<file path="src/rtl/dma_seq_pkg.sv">
package dma_seq_pkg;

  // Control register image, bit 0 first: en, burst, size[1:0], srcInc, dstInc, single, toDev
  typedef struct packed {
    logic       toDev;
    logic       single;
    logic       dstInc;
    logic       srcInc;
    logic [1:0] size;
    logic       burst;
    logic       en;
  } chanCfg_t;

  typedef struct packed {
    logic captureData;
    logic stepSrc;
    logic stepDst;
    logic decCount;
    logic finish;
    logic selDst;
  } dpStrobe_t;

  typedef enum logic [2:0] {
    ST_IDLE,
    ST_ARB,
    ST_RD,
    ST_WR,
    ST_SGL
  } seqState_t;

  localparam logic [1:0] REG_SRC  = 2'd0;
  localparam logic [1:0] REG_DST  = 2'd1;
  localparam logic [1:0] REG_CNT  = 2'd2;
  localparam logic [1:0] REG_CTRL = 2'd3;

  localparam logic [1:0] SZ_BLOCK = 2'd3;

endpackage

</file>
<file path="src/rtl/dma_seq_datapath.sv">
module dma_seq_datapath
  import dma_seq_pkg::*;
#(
  parameter int AW = 32,
  parameter int DW = 32,
  parameter int CW = 16
) (
  input  logic          clk,
  input  logic          rstN,
  input  logic          cfgWe,
  input  logic [1:0]    cfgAddr,
  input  logic [31:0]   cfgWdata,
  input  dpStrobe_t     strobe,
  input  logic [DW-1:0] memRdata,
  input  logic [DW-1:0] devWdata,
  output chanCfg_t      cfg,
  output logic          cntIsOne,
  output logic [AW-1:0] memAddr,
  output logic [DW-1:0] memWdata,
  output logic [1:0]    memSize,
  output logic          done
);

  localparam int CFGW = $bits(chanCfg_t);

  logic [AW-1:0]   srcAddr;
  logic [AW-1:0]   dstAddr;
  logic [CW-1:0]   xferCnt;
  logic [CFGW-1:0] ctrlReg;
  logic [DW-1:0]   dataHold;
  logic            doneFlag;
  logic [AW-1:0]   stepBytes;

  assign cfg = chanCfg_t'(ctrlReg);

  always_comb begin
    unique case (cfg.size)
      2'd0:    stepBytes = AW'(1);
      2'd1:    stepBytes = AW'(2);
      default: stepBytes = AW'(4);
    endcase
  end

  always_ff @(posedge clk or negedge rstN) begin
    if (!rstN) begin
      srcAddr  <= '0;
      dstAddr  <= '0;
      xferCnt  <= '0;
      ctrlReg  <= '0;
      dataHold <= '0;
      doneFlag <= 1'b0;
    end else begin
      if (strobe.captureData) dataHold <= memRdata;
      if (strobe.stepSrc && cfg.srcInc) srcAddr <= srcAddr + stepBytes;
      if (strobe.stepDst && cfg.dstInc) dstAddr <= dstAddr + stepBytes;
      if (strobe.decCount) xferCnt <= xferCnt - CW'(1);
      if (strobe.finish) begin
        ctrlReg[0] <= 1'b0;
        doneFlag   <= 1'b1;
      end
      if (cfgWe) begin
        unique case (cfgAddr)
          REG_SRC: srcAddr <= AW'(cfgWdata);
          REG_DST: dstAddr <= AW'(cfgWdata);
          REG_CNT: xferCnt <= CW'(cfgWdata);
          default: begin
            ctrlReg  <= cfgWdata[CFGW-1:0];
            doneFlag <= 1'b0;
          end
        endcase
      end
    end
  end

  assign cntIsOne = (xferCnt == CW'(1));
  assign memAddr  = strobe.selDst ? dstAddr : srcAddr;
  assign memWdata = cfg.single ? devWdata : dataHold;
  assign memSize  = (cfg.size == SZ_BLOCK) ? 2'd2 : cfg.size;
  assign done     = doneFlag;


  done_clears_en_chk: assert property (@(posedge clk) disable iff (!rstN)
    $rose(doneFlag) |-> !cfg.en);


  count_dec_chk: assert property (@(posedge clk) disable iff (!rstN)
    (strobe.decCount && !cfgWe) |=> (xferCnt == $past(xferCnt) - CW'(1)));


  src_fixed_chk: assert property (@(posedge clk) disable iff (!rstN)
    (!cfg.srcInc && !cfgWe) |=> $stable(srcAddr));

endmodule

</file>
<file path="src/rtl/dma_seq_ctrl.sv">
module dma_seq_ctrl
  import dma_seq_pkg::*;
(
  input  logic      clk,
  input  logic      rstN,
  input  chanCfg_t  cfg,
  input  logic      cntIsOne,
  input  logic      dreqN,
  input  logic      busGnt,
  output logic      busReq,
  output logic      dackN,
  output logic      memRd,
  output logic      memWr,
  output dpStrobe_t strobe
);

  seqState_t state, stateNxt;
  logic [1:0] beatCnt, beatNxt;
  logic       beatEnd;
  logic       lastBeat;
  seqState_t  firstState;

  assign beatEnd    = (state == ST_WR) || (state == ST_SGL);
  assign lastBeat   = (cfg.size != SZ_BLOCK) || (beatCnt == 2'd3);
  assign firstState = cfg.single ? ST_SGL : ST_RD;

  always_comb begin
    stateNxt = state;
    beatNxt  = beatCnt;
    unique case (state)
      ST_IDLE: if (cfg.en && !dreqN) stateNxt = ST_ARB;
      ST_ARB:  if (busGnt) stateNxt = firstState;
      ST_RD:   stateNxt = ST_WR;
      default: begin
        if (!lastBeat) begin
          beatNxt  = beatCnt + 2'd1;
          stateNxt = firstState;
        end else begin
          beatNxt = 2'd0;
          if (cntIsOne)       stateNxt = ST_IDLE;
          else if (cfg.burst) stateNxt = firstState;
          else                stateNxt = ST_IDLE;
        end
      end
    endcase
  end

  always_ff @(posedge clk or negedge rstN) begin
    if (!rstN) begin
      state   <= ST_IDLE;
      beatCnt <= 2'd0;
    end else begin
      state   <= stateNxt;
      beatCnt <= beatNxt;
    end
  end

  always_comb begin
    strobe = '0;
    memRd  = 1'b0;
    memWr  = 1'b0;
    unique case (state)
      ST_RD: begin
        memRd              = 1'b1;
        strobe.captureData = 1'b1;
        strobe.stepSrc     = 1'b1;
      end
      ST_WR: begin
        memWr          = 1'b1;
        strobe.selDst  = 1'b1;
        strobe.stepDst = 1'b1;
      end
      ST_SGL: begin
        if (cfg.toDev) begin
          memRd          = 1'b1;
          strobe.stepSrc = 1'b1;
        end else begin
          memWr          = 1'b1;
          strobe.selDst  = 1'b1;
          strobe.stepDst = 1'b1;
        end
      end
      default: ;
    endcase
    if (beatEnd && lastBeat) begin
      strobe.decCount = 1'b1;
      strobe.finish   = cntIsOne;
    end
  end

  assign busReq = (state != ST_IDLE);
  assign dackN  = (state != ST_SGL);


  rdwr_excl_chk: assert property (@(posedge clk) disable iff (!rstN)
    !(memRd && memWr));


  steal_release_chk: assert property (@(posedge clk) disable iff (!rstN)
    (beatEnd && lastBeat && !cfg.burst) |=> !busReq);


  burst_hold_chk: assert property (@(posedge clk) disable iff (!rstN)
    (beatEnd && lastBeat && cfg.burst && !cntIsOne) |=> busReq);


  block_hold_chk: assert property (@(posedge clk) disable iff (!rstN)
    (beatEnd && !lastBeat) |=> (busReq && (memRd || memWr)));


  dack_single_chk: assert property (@(posedge clk) disable iff (!rstN)
    !dackN |-> (cfg.single && (memRd || memWr)));


  rd_then_wr_chk: assert property (@(posedge clk) disable iff (!rstN)
    (memRd && dackN) |=> (memWr && dackN));

endmodule

</file>
<file path="src/rtl/dma_mastership_seq.sv">
module dma_mastership_seq
  import dma_seq_pkg::*;
#(
  parameter int AW = 32,
  parameter int DW = 32,
  parameter int CW = 16
) (
  input  logic          clk,
  input  logic          rstN,
  input  logic          cfgWe,
  input  logic [1:0]    cfgAddr,
  input  logic [31:0]   cfgWdata,
  input  logic          dreqN,
  output logic          dackN,
  output logic          busReq,
  input  logic          busGnt,
  output logic [AW-1:0] memAddr,
  output logic          memRd,
  output logic          memWr,
  output logic [1:0]    memSize,
  output logic [DW-1:0] memWdata,
  input  logic [DW-1:0] memRdata,
  input  logic [DW-1:0] devWdata,
  output logic          done
);

  chanCfg_t  cfg;
  dpStrobe_t strobe;
  logic      cntIsOne;

  dma_seq_ctrl ctrl_i (
    .clk      (clk),
    .rstN     (rstN),
    .cfg      (cfg),
    .cntIsOne (cntIsOne),
    .dreqN    (dreqN),
    .busGnt   (busGnt),
    .busReq   (busReq),
    .dackN    (dackN),
    .memRd    (memRd),
    .memWr    (memWr),
    .strobe   (strobe)
  );

  dma_seq_datapath #(.AW(AW), .DW(DW), .CW(CW)) dp_i (
    .clk      (clk),
    .rstN     (rstN),
    .cfgWe    (cfgWe),
    .cfgAddr  (cfgAddr),
    .cfgWdata (cfgWdata),
    .strobe   (strobe),
    .memRdata (memRdata),
    .devWdata (devWdata),
    .cfg      (cfg),
    .cntIsOne (cntIsOne),
    .memAddr  (memAddr),
    .memWdata (memWdata),
    .memSize  (memSize),
    .done     (done)
  );

endmodule

</file>
<file path="config.mk">
export PLATFORM = sky130hd
export DESIGN_NAME = dma_mastership_seq
export DESIGN_NICKNAME = d
export VERILOG_FILES = /design/src/rtl/dma_seq_pkg.sv /design/src/rtl/dma_seq_datapath.sv /design/src/rtl/dma_seq_ctrl.sv /design/src/rtl/dma_mastership_seq.sv
export SDC_FILE = /design/constraint.sdc
export NUM_CORES = 1
export LEC_CHECK = 0
export BUFFER_PORTS_ARGS = -buffer_cell sky130_fd_sc_hd__buf_4
export CAP_MARGIN = 25
export CORE_MARGIN = 8
export CORE_UTILIZATION = 55
export CTS_CLUSTER_DIAMETER = 200
export DETAILED_ROUTE_END_ITERATION = 8
export HOLD_SLACK_MARGIN = 0.12
export PLACE_DENSITY = 0.81
export SLEW_MARGIN = 5
export SYNTH_ARGS = -nofsm -noshare
export SYNTH_HDL_FRONTEND = slang
export SYNTH_SLANG_ARGS = --single-unit
export TNS_END_PERCENT = 100
</file>
<file path="constraint.sdc">
create_clock -name clk -period 3.7 [get_ports clk]
set_clock_uncertainty 0.1 [all_clocks]
set_input_delay 0.555 -clock clk [delete_from_list [all_inputs] [get_ports clk]]
set_output_delay 0.555 -clock clk [all_outputs]
set_load 0.1 [all_outputs]
</file>
# Yosys cells after proc, flatten, opt, wreduce, memory -nomap -nowiden

Index checks and enable logic that the tools add are counted.

Equality and inequality tests: 14
Multiplexer cells: 33
Add/subtract/negate cells: 4
Bitwise operators: 1
Reductions and logical operators: 15

Operators by type and width:

| operator              | number |
|---|---|
| $mux 32               | 8 |
| $add 32x3->32         | 2 |
| $mux 16               | 3 |
| $mux 3                | 6 |
| $eq 16x1->1 const B   | 1 |
| $sub 16x1->16 const B | 1 |
| $mux 1                | 9 |
| $pmux 3 s3            | 1 |
| $eq 2x2->1 const B    | 3 |
| $eq 3x2->1 const B    | 2 |
| $mux 2                | 3 |
| $pmux 3 s2            | 1 |
| $reduce_or 3->1       | 2 |
| $eq 2x1->1 const B    | 2 |
| $logic_and 1x1->1     | 4 |
| $logic_not 2->1       | 2 |
| $ne 2x2->1 const B    | 2 |
| $pmux 1 s2            | 2 |
| $reduce_and 2->1      | 2 |
| $eq 3x1->1 const B    | 1 |
| $eq 3x3->1 const B    | 1 |
| $logic_not 3->1       | 1 |
| $ne 3x3->1 const B    | 1 |
| $reduce_bool 3->1     | 1 |
| other kinds (5)       | 6 |

Output and inout port bits: 71
Flip-flop bits (word level): 126
Input port bits: 103
Logic and storage cells: 76

# Logic depth before layout (Yosys ltp)

Gate-level depths: netlist of the first run.

Depth after elaboration: 7
Depth in mapped cells: 10
Depth with buffers taken out: 8

# Hierarchy

Synthesis of the first run repeated with hierarchy kept, for this count alone.

Cell total of the unflattened synthesis: 744
Area, all modules: 7,417.1 um^2

Modules (own cells, without submodules):

| module           | area each (um^2) | cells an instance | instances | sequential area each (um^2) |
|---|---|---|---|---|
| dma_seq_datapath | 7,030.5          | 702               | 1         | 3,027.9 |
| dma_seq_ctrl     | 386.6            | 42                | 1         | 125.1 |

# Least setup slack after synthesis of the first run

Ideal clock, no wire load.

Path kind: reg2out
Start: register ctrl_i.state[2]
End: output port memAddr[17]
Path buffers: 3
Path slack: -1,208 ps
Data required time: 3,045 ps
Arrival time: 4,253 ps
Stages on the path, launching flop included: 8
Cells stage by stage: dfrtp_1 buf_2 and3b_1 buf_4 nor2_1 buf_2 inv_1 o21ai_0

Cells in the longest elaborated chain, start to end: 3
Elaborated cells on any way between the ends: 4
Those cells by class: eq/ne (2); mux (2)

Ends and longest elaborated chain:

| item                                            | line                     | source |
|---|---|---|
| start, declared                                 | dma_seq_ctrl.sv:17       | `seqState_t state, stateNxt;` |
| start signal, assigned                          | dma_seq_ctrl.sv:53       | `state <= stateNxt;` |
| $eq 3x3->1 / $eq 3x2->1 (equally long branches) | n/a                      |  |
| $pmux 1 s2 (*)                                  | n/a                      |  |
| via memWr                                       | dma_mastership_seq.sv:19 | `output logic memWr,` |
| $mux 32 (*)                                     | dma_seq_datapath.sv:76   | `assign memAddr = strobe.selDst ? dstAddr : srcAddr;` |
| end, declared                                   | dma_mastership_seq.sv:17 | `output logic [AW-1:0] memAddr,` |

Mark *: on every way through the listed nets, which the timed path passes. The rest lies on a longest branch.

# Worst setup path in the final report of the first run

Start: register ctrl_i.state[1]
End: output port memAddr[30]

Cells in the longest elaborated chain, start to end: 3
Elaborated cells on any way between the ends: 4
Those cells by class: eq/ne (2); mux (2)

Ends and longest elaborated chain:

| item                                            | line                   | source |
|---|---|---|
| $eq 3x3->1 / $eq 3x2->1 (equally long branches) | dma_seq_ctrl.sv:62     | `unique case (state)` |
| $pmux 1 s2 (*)                                  | dma_seq_ctrl.sv:62     |  |
| $mux 32 (*)                                     | dma_seq_datapath.sv:76 |  |

Mark *: on every way between the ends. The rest lies on a longest branch, timed or not.

==> results of run 1 <==
-- sequential cells by signal, summed over array words and instances (netlist names) --
register,flops
ctrl_i.beatCnt,2
ctrl_i.state,3
dp_i.cfg,8
dp_i.dataHold,32
dp_i.done,1
dp_i.dstAddr,32
dp_i.srcAddr,32
dp_i.xferCnt,16
-- critical path, cell delays in order (launching register included) --
cell and delay (ns):
dfrtp_1 0.59, and3b_1 0.42, nor2_4 0.08, buf_4 0.21, inv_1 0.20, nand2_1 0.08, o21ai_1 0.10, buf_4 0.32
-- power groups by stage --
stage	clock (µW)	combinational (µW)	sequential (µW)
global placement	0	4590	2210
global route	1880	4850	2280
detailed placement	0	4640	2220
floorplan	0	3800	2060
CTS	1820	4670	2210
finish	1800	4650	2220
-- area by class of cell --
class	count	area share, %
timing repair buffer	184	14.8
sequential	126	33.3
multi-input combinational	574	42.0
clock inverter	10	1.68
tap	176	2.33
clock buffer	22	5.12
inverter	19	0.754
-- cells in the final DEF, fill, tap and decap left out, types with 3 or more instances in the layout --
cell | netlist | final
nand2b_1 | 5 | 5
buf_4 | 2 | 182
a31oi_1 | 16 | 16
nand2_1 | 79 | 79
mux2i_1 | 5 | 5
nand3_1 | 19 | 19
xor2_1 | 7 | 7
o31ai_1 | 5 | 5
and4_1 | 7 | 7
clkbuf_16 | 0 | 17
and3_1 | 8 | 8
nor3_1 | 19 | 19
o21ai_1 | 0 | 8
nor4_1 | 15 | 15
inv_1 | 19 | 19
nand3b_1 | 4 | 4
or4_1 | 11 | 11
nor2_1 | 54 | 52
a21oi_1 | 25 | 25
o21ai_0 | 63 | 55
xnor2_1 | 51 | 51
dfrtp_1 | 126 | 126
nor4b_1 | 5 | 5
bufinv_16 | 0 | 4
or3_1 | 15 | 15
clkbuf_8 | 0 | 4
mux2_2 | 98 | 98
nand4_1 | 9 | 9
ha_1 | 7 | 7
nor3b_1 | 8 | 6
clkinv_2 | 0 | 3
and2_1 | 3 | 3
-- final timing paths --
path	to	slack (ns)	cells past startpoint
setup / recovery	memAddr[30]	0.63	7
min in group asynchronous	dp_i.dataHold[27]	0.57	2
hold reg to reg	dp_i.done	0.40	1
setup reg to reg	dp_i.dstAddr[31]	0.76	7
hold / removal	dp_i.dstAddr[18]	0.25	3
max in group asynchronous	dp_i.cfg[0]	2.05	3
-- through the flow --
step,setup WS (ns),utilization (%),instance area [µm²],setup TNS (ns),cells
detailed placement,0.831,66.8,8810,0,1078
global route,0.536,71.7,9460,0,1111
finish,0.626,71.7,9460,0,1111
floorplan,-0.450,-,7380,-0.900,766
CTS,0.636,71.7,9460,0,1111
global placement,0.937,66.8,8810,0,1078
-- kinds of logic (layout without fill, tap and decap cells) --
family | count (synthesis) | count (layout) | synth area share [%]
xor+xnor | 58 | 58 | 6.88
simple gates | 272 | 272 | 19.2
mux | 103 | 103 | 15.6
buf+inv | 66 | 235 | 3.65
flops | 126 | 126 | 42.7
compound gates | 134 | 134 | 10.7
fa+ha+maj | 7 | 7 | 1.19
-- routing by layer --
metal / vias up / GRT usage, % / part of all wire, %
li1: 3068 / - / -
met4: 0 / 9.51 / 2.4
met2: 262 / 41.0 / 50
met5: - / 0 / 0
met3: 38 / 7.55 / 7.7
met1: 3170 / 28.6 / 40
==> qor.yml, run 1 <==
cts_hold_buf: 1
ys_ff_latch: 126
worst_pin_slew_ns: 0.852
wl_per_cell_um: 18.9
cap_violations: 0
hold_start: "cfgWdata[18]"
nFillCells: 952
worstPathMaxFanout: 17
seq_area_um2: 3150
ctsResizeCount: 0
cts_made_buffers: 17
clockBufferDepth: 2
dp_hpwl_um: 15000
cts_setup_buffers: 0
grt-ovfl-total: 0
dieArea_um2: 17400
synth_edf_count: 0
drc_errors: 0
pwr-share-clk_pct: 20.8
yosysWarnings: 0
gp_congestion: 0.866
dr_total_vias: 6538
die_h_um: 132
start_kind: "flop"
grt_max_degree: 88
synth_common_cells: "126 x dfrtp_1, 98 x mux2_2, 79 x nand2_1, 63 x o21ai_0, 54 x nor2_1"
syn_inst: 766
area_delta_synth_final_pct: 28.2
grt_usage_pct: 24.4
core_um2: 13200
seq_power_share_pct: 25.6
cp.arrival_ns: 2.42
internal_power_uw: 4320
status: "finished clean"
std_cell_rows: 42
fmax_ghz: 0.325
firstDrtPassIters: 5
clk_latency_ns: 0.42
switching_share_pct: 50.2
n_antenna_cell: 0
synthFlopType: "dfrtp_1"
io_pins: 174
cts.clk_slew.worst_paths_ns: 0.05
initial_core_util_pct: 55.9
drive_above_1_share_pct: 34.5
synth_top_cell_area_share_pct: 42.7
hp-class: "input port to flop"
cp.required_ns: 3.04
synth.distinct_cells: 56
power_uw: 8670
drtIter0Drc: 496
hold_violations: 0
yosys.area.top_type: "dfrtp_1"
power_per_cell_area_nw_per_um2: 916
ys_seq_area_share_pct: 42.7
synth_nets: 876
yosysMostFrequentCell: "dfrtp_1"
grt_pass1_vias: 6606
final-max-slew-violation-count: 0
slew_headroom_pct: 43.0
period_needed_ns: 3.07
rsz0062_at_grt: "no"
fin_crit_sh_pct: 83.1
setup_viol: 0
ant_nets: 0
clock-sinks: 126
leakagePower_uw: 0.00392
pwr-share-comb_pct: 53.6
fin_hold_ws_ns: 0.255
die_w_um: 132
syn-cell-area_um2: 7380
numPortBuffers: 173
syn_avg_cell_area_um2: 9.63
routed_wl_um: 21000
cts_tree: "built"
cts-root-buf: "clkbuf_16"
peakVddDrop_uv: 883
synth-async-reset-ratio_pct: 100
htree_levels: 4
via_per_inst: 5.88
fin_nets: 1032
crit_type: "flop to primary output"
p_switching_uw: 4350
cp-end-kind: "primary output"
startpoint: "ctrl_i.state[1]"
antenna_found_initial: 0
r2r-start: "dp_i.cfg[3]"
multiInputGateArea_um2: 3980
synthTopCellsByArea: "dfrtp_1 43%, mux2_2 15%, xnor2_1 6.1%"
grt_pass1_wl_um: 34500
No activity file was read; power rests on OpenSTA's default activity.
==> inputs of run 2 (changes only) <==
ABC_AREA = 1   (was unset)
CORE_UTILIZATION = 56   (was 55)
PLACE_DENSITY = 0.82   (was 0.81)
clock period = 3 ns   (was 3.7 ns; I/O delays follow)
==> run 2 against run 1 <==
Net effect: worst hold slack worse by 0.11 ns; utilization is 0.26 points lower; non-clock buffer count is 2 lower; cell area is 8.5% higher; synthesized cell count is 57% higher; clock-buffer cell count is 2 lower; sequential power is 27% higher; register-to-register slack worse by 0.28 ns; sequential share of layout area is 2.6 points lower.
==> qor.yml, run 2 <==
status: "finished clean"  # unchanged
area_delta_synth_final_pct: 26.0  # was 28.2%
leakagePower_uw: 0.00527  # was 0.00392 µW
fmax_ghz: 0.357
initial_core_util_pct: 56.7  # was 55.9%
min_path_cells: 3  # unchanged
rsz0062_at_grt: "no"  # unchanged
firstDrtPassIters: 6  # was 5
fin_nets: 1477  # was 1032
synth_top_cell_area_share_pct: 38.7  # was 42.7%
grt_pass1_wl_um: 41400  # was 34500 µm
start_kind: "flop"  # unchanged
clock-sinks: 126  # unchanged
crit_type: "flop to primary output"  # unchanged
drc_errors: 0  # unchanged
setup_viol: 0  # unchanged
worstPathMaxFanout: 63  # was 17
grt_max_degree: 64  # was 88
layout_setup_ws_ns: 0.203  # was 0.626 ns
peakVddDrop_uv: 1060  # was 883 µV
wl_per_cell_um: 17.0  # was 18.9 µm
cap_violations: 0  # unchanged
power_per_cell_area_nw_per_um2: 1160  # was 916 nW/µm²
top_regs: "dp_i.dataHold (32), dp_i.dstAddr (32), dp_i.srcAddr (32)"  # unchanged
cp-end-kind: "primary output"  # unchanged
cts_tree: "built"  # unchanged
dieArea_um2: 18700  # was 17400 µm²
slew_headroom_pct: 45.9  # was 43.0%
clockBufferDepth: 2  # unchanged
grt_pass1_vias: 8167  # was 6606
yosysWarnings: 0  # unchanged
ant_nets: 0  # unchanged
die_w_um: 137  # was 132 µm
synth-async-reset-ratio_pct: 100  # unchanged
htree_levels: 4  # unchanged
cts_made_buffers: 17  # unchanged
numPortBuffers: 173  # unchanged
final-max-slew-violation-count: 0  # unchanged
synthTopCellsByArea: "dfrtp_1 39%, nand2_1 18%, inv_1 6.6%"  # was dfrtp_1 43%, mux2_2 15%, xnor2_1 6.1%
ys_ff_latch: 126  # unchanged
hp-class: "input port to flop"  # unchanged
syn-cell-area_um2: 8150  # was 7380 µm²
antenna_found_initial: 0  # unchanged
nFillCells: 1209  # was 952
syn_avg_cell_area_um2: 6.78  # was 9.63 µm²
clk_latency_ns: 0.43  # was 0.42 ns
dr_total_vias: 8530  # was 6538
synth_common_cells: "398 x nand2_1, 144 x inv_1, 138 x nor2_1, 126 x dfrtp_1, 84 x o21ai_0"  # was 126 x dfrtp_1, 98 x mux2_2, 79 x nand2_1, 63 x o21ai_0, 54 x nor2_1
std_cell_rows: 44  # was 42
io_pins: 174  # unchanged
path_cells: "nor2_2 > nand3_2 > nand2_8 > nor2_1 > a21oi_1 > buf_4"  # was and3b_1 > nor2_4 > buf_4 > inv_1 > nand2_1 > o21ai_1 > buf_4
cts.clk_slew.worst_paths_ns: 0.05  # about the same
n_antenna_cell: 0  # unchanged
synth_edf_count: 0  # unchanged
crit_buf_inv: 1  # was 3
drtIter0Drc: 823  # was 496
crit_slowest_cell: "dfrtp_1"  # unchanged
stdcell_count: 1563  # was 1111
yosysMostFrequentCell: "nand2_1"  # was dfrtp_1
cp_top_family: "simple AND/OR/NAND/NOR gates"  # was buffers and inverters
layout_commonest_cell: "nand2_1"  # was buf_4
via_per_inst: 5.46  # was 5.88
synthFlopType: "dfrtp_1"  # unchanged
synth_nets: 1312  # was 876
cp.arrival_ns: 2.25  # was 2.42 ns
cts-root-buf: "clkbuf_16"  # unchanged
grt_usage_pct: 28.7  # was 24.4%
syn_inst: 1202  # was 766
fin_hold_ws_ns: 0.145  # was 0.255 ns
period_needed_ns: 2.80
cts_setup_buffers: 0  # unchanged
dp_hpwl_um: 20400  # was 15000 µm
seq_area_um2: 3150  # unchanged
r2r_cells: 15  # was 7
worst-path-stages: 6  # was 7
ys_seq_area_share_pct: 38.7  # was 42.7%
die_h_um: 137  # was 132 µm
post-place-cells: 1531  # was 1078
cp.required_ns: 2.45  # was 3.04 ns
worst_pin_slew_ns: 0.811  # was 0.852 ns
routed_wl_um: 26500  # was 21000 µm
core_um2: 14400  # was 13200 µm²
place_ws_ns: 0.530  # was 0.831 ns
most-common-layout-cells: "398 x nand2_1, 179 x buf_4, 144 x inv_1"  # was 182 x buf_4, 126 x dfrtp_1, 98 x mux2_2
drive_above_1_share_pct: 19.1  # was 34.5%
fin_crit_sh_pct: 93.2
grt-ovfl-total: 0  # unchanged
gp_congestion: 0.990  # was 0.866
synth.distinct_cells: 36  # was 56
yosys.area.top_type: "dfrtp_1"  # unchanged
cpPeakStageDelay_ns: 0.45  # was 0.59 ns
multiInputGateArea_um2: 4300  # was 3980 µm²
hold_violations: 0  # unchanged
run 2: path summary, 6_finish.rpt:
| path | startpoint | endpoint | slack [ns] |
|---|---|---|---|
| setup reg to reg | dp_i.cfg[3] | dp_i.srcAddr[20] | 0.48 |
| min in group asynchronous | rstN | dp_i.dataHold[24] | 0.47 |
| hold reg to reg | ctrl_i.beatCnt[0] | ctrl_i.beatCnt[0] | 0.39 |
| max in group asynchronous | rstN | dp_i.dstAddr[6] | 1.68 |
| setup / recovery | ctrl_i.state[0] | memAddr[4] | 0.20 |
| hold / removal | cfgWdata[16] | dp_i.dstAddr[16] | 0.15 |
run 2: tightest hold or removal path: stages:
cell     delay, ns
buf_4         0.09
nand2_1       0.04
nand2_1       0.05
run 2: metal layers:
metal | up-vias | GRT usage (%) | part of all wire, % | routed length (µm)
met1 | 3917 | 37.1 | 42 | 11100
li1 | 4151 | - | - | -
met2 | 408 | 44.3 | 45 | 11900
met4 | 0 | 10.4 | 2.4 | 627
met5 | - | 0 | 0 | 0
met3 | 54 | 9.03 | 11 | 2880
run 2: cells by family (layout without fill, tap and decap cells):
family | after synthesis | count (layout) | share of synthesized area [%]
xor+xnor | 26 | 26 | 2.79
buf+inv | 184 | 361 | 8.72
compound gates | 141 | 141 | 8.99
mux | 33 | 33 | 4.56
flops | 126 | 126 | 38.7
simple gates | 685 | 685 | 35.2
fa+ha+maj | 7 | 7 | 1.07
run 2: layout make-up:
class | count | share of cell area [%]
clock inverters | 11 | 1.85
repair buffers | 182 | 13.6
inverters | 148 | 5.43
clock buffers | 20 | 4.35
multi-input cells | 892 | 41.8
flip-flops and latches | 126 | 30.7
well taps | 184 | 2.24
run 2: metrics by stage:
stage | instance area [µm²] | power, µW | util, % | TNS, ns
after CTS | 10300 | 11800 | 71.4 | 0
after global placement | 9610 | 9470 | 66.9 | 0
after detailed placement | 9610 | 9560 | 66.9 | 0
after global routing | 10300 | 12400 | 71.5 | 0
after floorplan | 8150 | 8040 | - | -8.43
final | 10300 | 11900 | 71.5 | 0
run 2: what timing repair did:
item | CTS | global route
hold buffers | 1 | 0
hold endpoints to repair | 41 | 0
setup endpoints to repair | 0 | 8
resized for setup | 0 | 1
run 2: where the power goes:
part | switching, µW | internal [µW] | leakage (µW)
sequential | 552 | 2260 | 0.00148
clock | 782 | 1490 | 0.000298
combinational | 5190 | 1600 | 0.00349
total | 6520 | 5340 | 0.00527
